[config.mk]
export PLATFORM = sky130hd
export DESIGN_NAME = bus_wait_fsm
export DESIGN_NICKNAME = d
export VERILOG_FILES = /design/src/rtl/bus_wait_fsm.sv
export SDC_FILE = /design/constraint.sdc
export NUM_CORES = 1
export LEC_CHECK = 0
export BUFFER_PORTS_ARGS = -buffer_cell sky130_fd_sc_hd__buf_2
export CORE_AREA = 3 3 40 42
export DETAILED_ROUTE_END_ITERATION = 8
export DIE_AREA = 0 0 43 45
export GPL_ROUTABILITY_DRIVEN = 0
export SLEW_MARGIN = 20
export SYNTH_ARGS = -nofsm -noshare
export SYNTH_HDL_FRONTEND = slang
export SYNTH_SLANG_ARGS = --single-unit
export TNS_END_PERCENT = 50
[constraint.sdc]
create_clock -name clk -period 2.05 [get_ports clk]
set_input_delay 0.41 -clock clk [delete_from_list [all_inputs] [get_ports clk]]
set_output_delay 0.41 -clock clk [all_outputs]
set_load 0.01 [all_outputs]
[src/rtl/bus_wait_fsm.sv]
module bus_wait_fsm #(
  parameter logic [2:0] WS_MON    = 3'd1,
  parameter logic [2:0] WS_UART   = 3'd2,
  parameter logic [2:0] WS_EXT    = 3'd1,
  parameter logic [7:0] MON_PAGE0 = 8'h00,
  parameter logic [7:0] MON_PAGE1 = 8'h1D,
  parameter logic [7:0] UART_PAGE = 8'h1E
) (
  input  logic       clk,
  input  logic       rst_n,
  input  logic       strobe,
  input  logic       hold_ack,
  input  logic [7:0] addr_hi,
  input  logic       ext_wait,
  output logic       wait_n,
  output logic       ready_wait_n
);
  localparam logic [2:0] IDLE = 3'd0;
  localparam logic [2:0] REL  = 3'd1;
  localparam logic [2:0] HOLD = 3'd2;

  logic [2:0] state, limit, need;
  logic       in_idle, held;

  always_comb begin
    if (addr_hi == MON_PAGE0 || addr_hi == MON_PAGE1) need = WS_MON;
    else if (addr_hi == UART_PAGE)                    need = WS_UART;
    else if (addr_hi[7:6] == 2'b10)                   need = WS_EXT;
    else                                              need = 3'd0;
  end

  assign in_idle = (state == IDLE);

  always_ff @(posedge clk or negedge rst_n) begin
    if (!rst_n) begin
      state <= IDLE;
      limit <= 3'd0;
    end else begin
      case (state)
        IDLE: if (strobe && !hold_ack && need != 3'd0) begin
          limit <= need;
          state <= (need == 3'd1) ? REL : HOLD;
        end
        REL:     state <= IDLE;
        default: state <= (state >= limit) ? REL : state + 3'd1;
      endcase
    end
  end

  assign wait_n = in_idle ? (need == 3'd0) : (state == REL);

  always_ff @(negedge clk or negedge rst_n) begin
    if (!rst_n) held <= 1'b0;
    else        held <= !wait_n || ext_wait;
  end

  assign ready_wait_n = !(held || (strobe && !wait_n));
endmodule


# --- After elaboration in Yosys (flattened, before gate mapping) ---
# Index checks and enable logic that the tools add are counted.
word_totals:
  output_inout_bits: 2
  in_bits: 13
  wordCells: 33
  regBits: 7
classes:
  mux: 8
  n_reduce_logical: 14
  n_lt_le_gt_ge: 1
  n_addsub: 1
  n_eq_ne: 6
ops:
  columns: ["operator", "n"]
  rows:
  - ["$eq 8x5->1 const B", 2]
  - ["$mux 3", 3]
  - ["$logic_not 8->1", 1]
  - ["$eq 3x1->1 const B", 2]
  - ["$logic_not 3->1", 2]
  - ["$pmux 3 s2", 1]
  - ["$mux 2", 2]
  - ["$add 3x1->3 const B", 1]
  - ["$ge 3x3->1", 1]
  - ["$logic_and 1x1->1", 3]
  - ["$logic_not 1->1", 3]
  - ["$logic_or 1x1->1", 3]
  - ["$reduce_bool 3->1", 1]
  - ["$eq 2x2->1 const B", 1]
  - ["$mux 1", 2]
  - ["$ne 2x1->1 const B", 1]
  - ["$reduce_and 2->1", 1]

# --- Depth between registers and ports, before layout ---
depth:
  depth_word: 10
  depth_mapped: 7
  mapped_depth_nobuf: 7

==> impl_metrics.env <==
export IMPL_outcome="finished with violations"
export IMPL_violations="setup timing"
export IMPL_finClkSkew_ns=0.0107
export IMPL_clock_sinks=6
export IMPL_worstMarginPinSlew_ns=0.432
export IMPL_routed_wl_um=1350
export IMPL_ys_warn_count=0
export IMPL_place_ws_ns=-0.422
export IMPL_reg2reg_from="state[1]$_DFFE_PN0P_"
export IMPL_finalNetCount=106
export IMPL_hold_end="limit[0]$_DFFE_PN0P_"
export IMPL_syn_avg_cell_area_um2=9.26
export IMPL_slew_violations=0
export IMPL_coreArea_um2=1280
export IMPL_p_switching_uw=312
export IMPL_end_kind="output port"
export IMPL_syn2layout_area_growth_pct=50.4
export IMPL_crit_type="flip-flop to output port"
export IMPL_start_util_pct=39.6
export IMPL_mostFrequentLayoutCells="buf_2 (14), buf_4 (13), nor2_1 (6)"
export IMPL_cts_root_buf="clkbuf_4"
export IMPL_intPower_uw=478
export IMPL_n_fill_cell=111
export IMPL_power_leakage_uw=0.000373
export IMPL_rr_endpoint="held$_DFF_NN0_"
export IMPL_r2r_cells=5
export IMPL_ir_drop_mv=0.569
export IMPL_viasPerCell=5.28
export IMPL_drc=0
export IMPL_seqPwrFrac_pct=22.8
export IMPL_multi_input_area_um2=365
export IMPL_r2r_setup_slack_ns=-0.27
export IMPL_worst_setup_path_start_kind="flip-flop"
export IMPL_clk_pin_slew_worst_paths_ns=0.05
export IMPL_clock_latency_ns=0.26
export IMPL_crit_arrival_ns=1.94
export IMPL_io_buffers=14
export IMPL_wl_per_cell_um=13.3
export IMPL_finalSetupViolCount=2
export IMPL_fp_dieW_um=43
export IMPL_final_layout_size_suffix_gt1_share_pct=49.4
export IMPL_rows=13
export IMPL_num_vias=539
export IMPL_cts_setup_buffers=0
export IMPL_synth_cell_types=29
export IMPL_ant_nets=0
export IMPL_final_common_cell="buf_2"
export IMPL_p_per_area_nw_per_um2=1030
export IMPL_grtUsageTotal_pct=15.5
export IMPL_seqCellArea_um2=151
export IMPL_worstHoldPathCells=3
export IMPL_relSlewSlack_pct=70.9
export IMPL_drt_first_pass_iters=4
export IMPL_overflow=0
export IMPL_setup_ws_ns=-0.303
export IMPL_n_antenna_cell=0
export IMPL_syn_nets=73
export IMPL_tns_ns=-0.575
export IMPL_drt_iter0_markers=23
export IMPL_grt_max_degree=7
export IMPL_swShare_pct=39.5
export IMPL_p_comb_share_pct=61.5
export IMPL_fin_area_um2=766
export IMPL_placed_area_um2=698
export IMPL_syn_instance_count=55
export IMPL_worstHoldPathType="input port to flip-flop"
export IMPL_finalHoldViolations=0
export IMPL_die_h_um=45
export IMPL_grt_pass1_vias=505
export IMPL_rsz0062_at_grt="yes"
export IMPL_required_ns=1.64
export IMPL_htreeDepth=1
export IMPL_maxCapViolCount=0
export IMPL_ys_seq_area_share_pct=29.5
export IMPL_die_area_um2=1940
export IMPL_grt_pass1_wl_um=2130
export IMPL_cp_max_fo=1
export IMPL_antenna_found_initial=0
export IMPL_numCtsBuffers=3
export IMPL_min_from="addr_hi[1]"
export IMPL_ioPinCount=15
export IMPL_power_frac_clock_pct=15.7
export IMPL_ys_seq_elements=6
export IMPL_dp_hpwl_um=1030
export IMPL_netlist_area_um2=509
export IMPL_clock_path_buffers=2
export IMPL_cts_tree="yes"
[per-layer routing]
metal | track usage, % | vias to the layer above | share of wire, %
li1 | - | 265 | -
met1 | 17.2 | 253 | 42
met2 | 26.3 | 17 | 50
met3 | 5.98 | 4 | 6.7
met4 | 7.23 | 0 | 1.6
met5 | 0 | - | 0
[critical path: stages (launching register included)]
cell and delay (ns):
dfrtn_1 0.39, o21ba_1 0.14, buf_2 0.13
[state kept, by name, indices dropped and copies added (netlist names)]
register  flops
state         3
limit         2
held          1
[kinds of logic (layout without fill, tap and decap cells)]
kind of cell               Yosys count  after routing  synth area share (%)
DFF                                  6              6                  29.5
AOI/OAI and AO/OA                   15             15                  27.3
and+or+nand+nor                     21             21                  24.1
adders and majority gates            5              5                  12.3
xor gates and xnor gates             1              1                  1.72
buffers and inverters                7             39                  5.16
[layout make-up]
cell class	count	share of cell area, %
inverters	7	3.43
repair buffers	28	23.2
clock buffers	4	3.43
flip-flops and latches	6	19.8
well taps	15	2.45
multi-input cells	42	47.7
[worst max-delay path by stage]
stage | start | end | cells after the start
3_3_place_gp | addr_hi[3] | held$_DFF_NN0_ | 5
4_1_cts | held$_DFF_NN0_ | ready_wait_n | 2
5_1_grt | held$_DFF_NN0_ | ready_wait_n | 2
2_1_floorplan | addr_hi[1] | held$_DFF_NN0_ | 4
6_report | held$_DFF_NN0_ | ready_wait_n | 2
3_5_place_dp | addr_hi[7] | held$_DFF_NN0_ | 5
[per-stage QoR]
stage                     cells  hold WS [ns]  util (%)  total power, uW
final                       102         0.515      59.6              790
after global routing        102         0.511      59.6              862
after CTS                   102         0.506      57.4              732
after detailed placement     97         0.241      54.3              584
after global placement       97         0.244      54.3              575
after floorplan              55         0.114         -              402
[cells in the mapped netlist (all sizes together)]
cell	number	area share [%]
a211oi	1	2.5
a21o	3	4.7
a22o	1	1.7
a22oi	1	1.5
a31oi	3	3.7
a32oi	2	7.1
and3	1	1.2
and4b	1	2.0
dfrtn	1	4.9
dfrtp	5	25
ha	5	12
inv	7	5.2
nand2	1	0.74
nand2b	1	1.2
nand3	2	2.0
nor2	8	6.9
nor2b	1	1.2
nor3	2	3.9
nor4	1	1.2
o21ai	1	0.98
o21ba	1	2.0
o31ai	1	1.5
o32ai	1	1.7
or2	1	1.2
or3	2	2.5
xor2	1	1.7
[timing repair]
action | 4_1_cts | 5_1_grt
endpoints found under the hold margin | 5 | 0
resized for setup | 3 | 4
endpoints found under the setup margin | 2 | 2
hold buffers | 1 | 0
[power by group through the flow]
stage	Clock, uW	Sequential [uW]	Combinational (uW)
floorplan	0	173	229
detailed placement	0	173	412
global placement	0	172	403
CTS	128	174	430
finish	124	180	486
global route	137	184	541
Power figures use the tool's default switching activity.
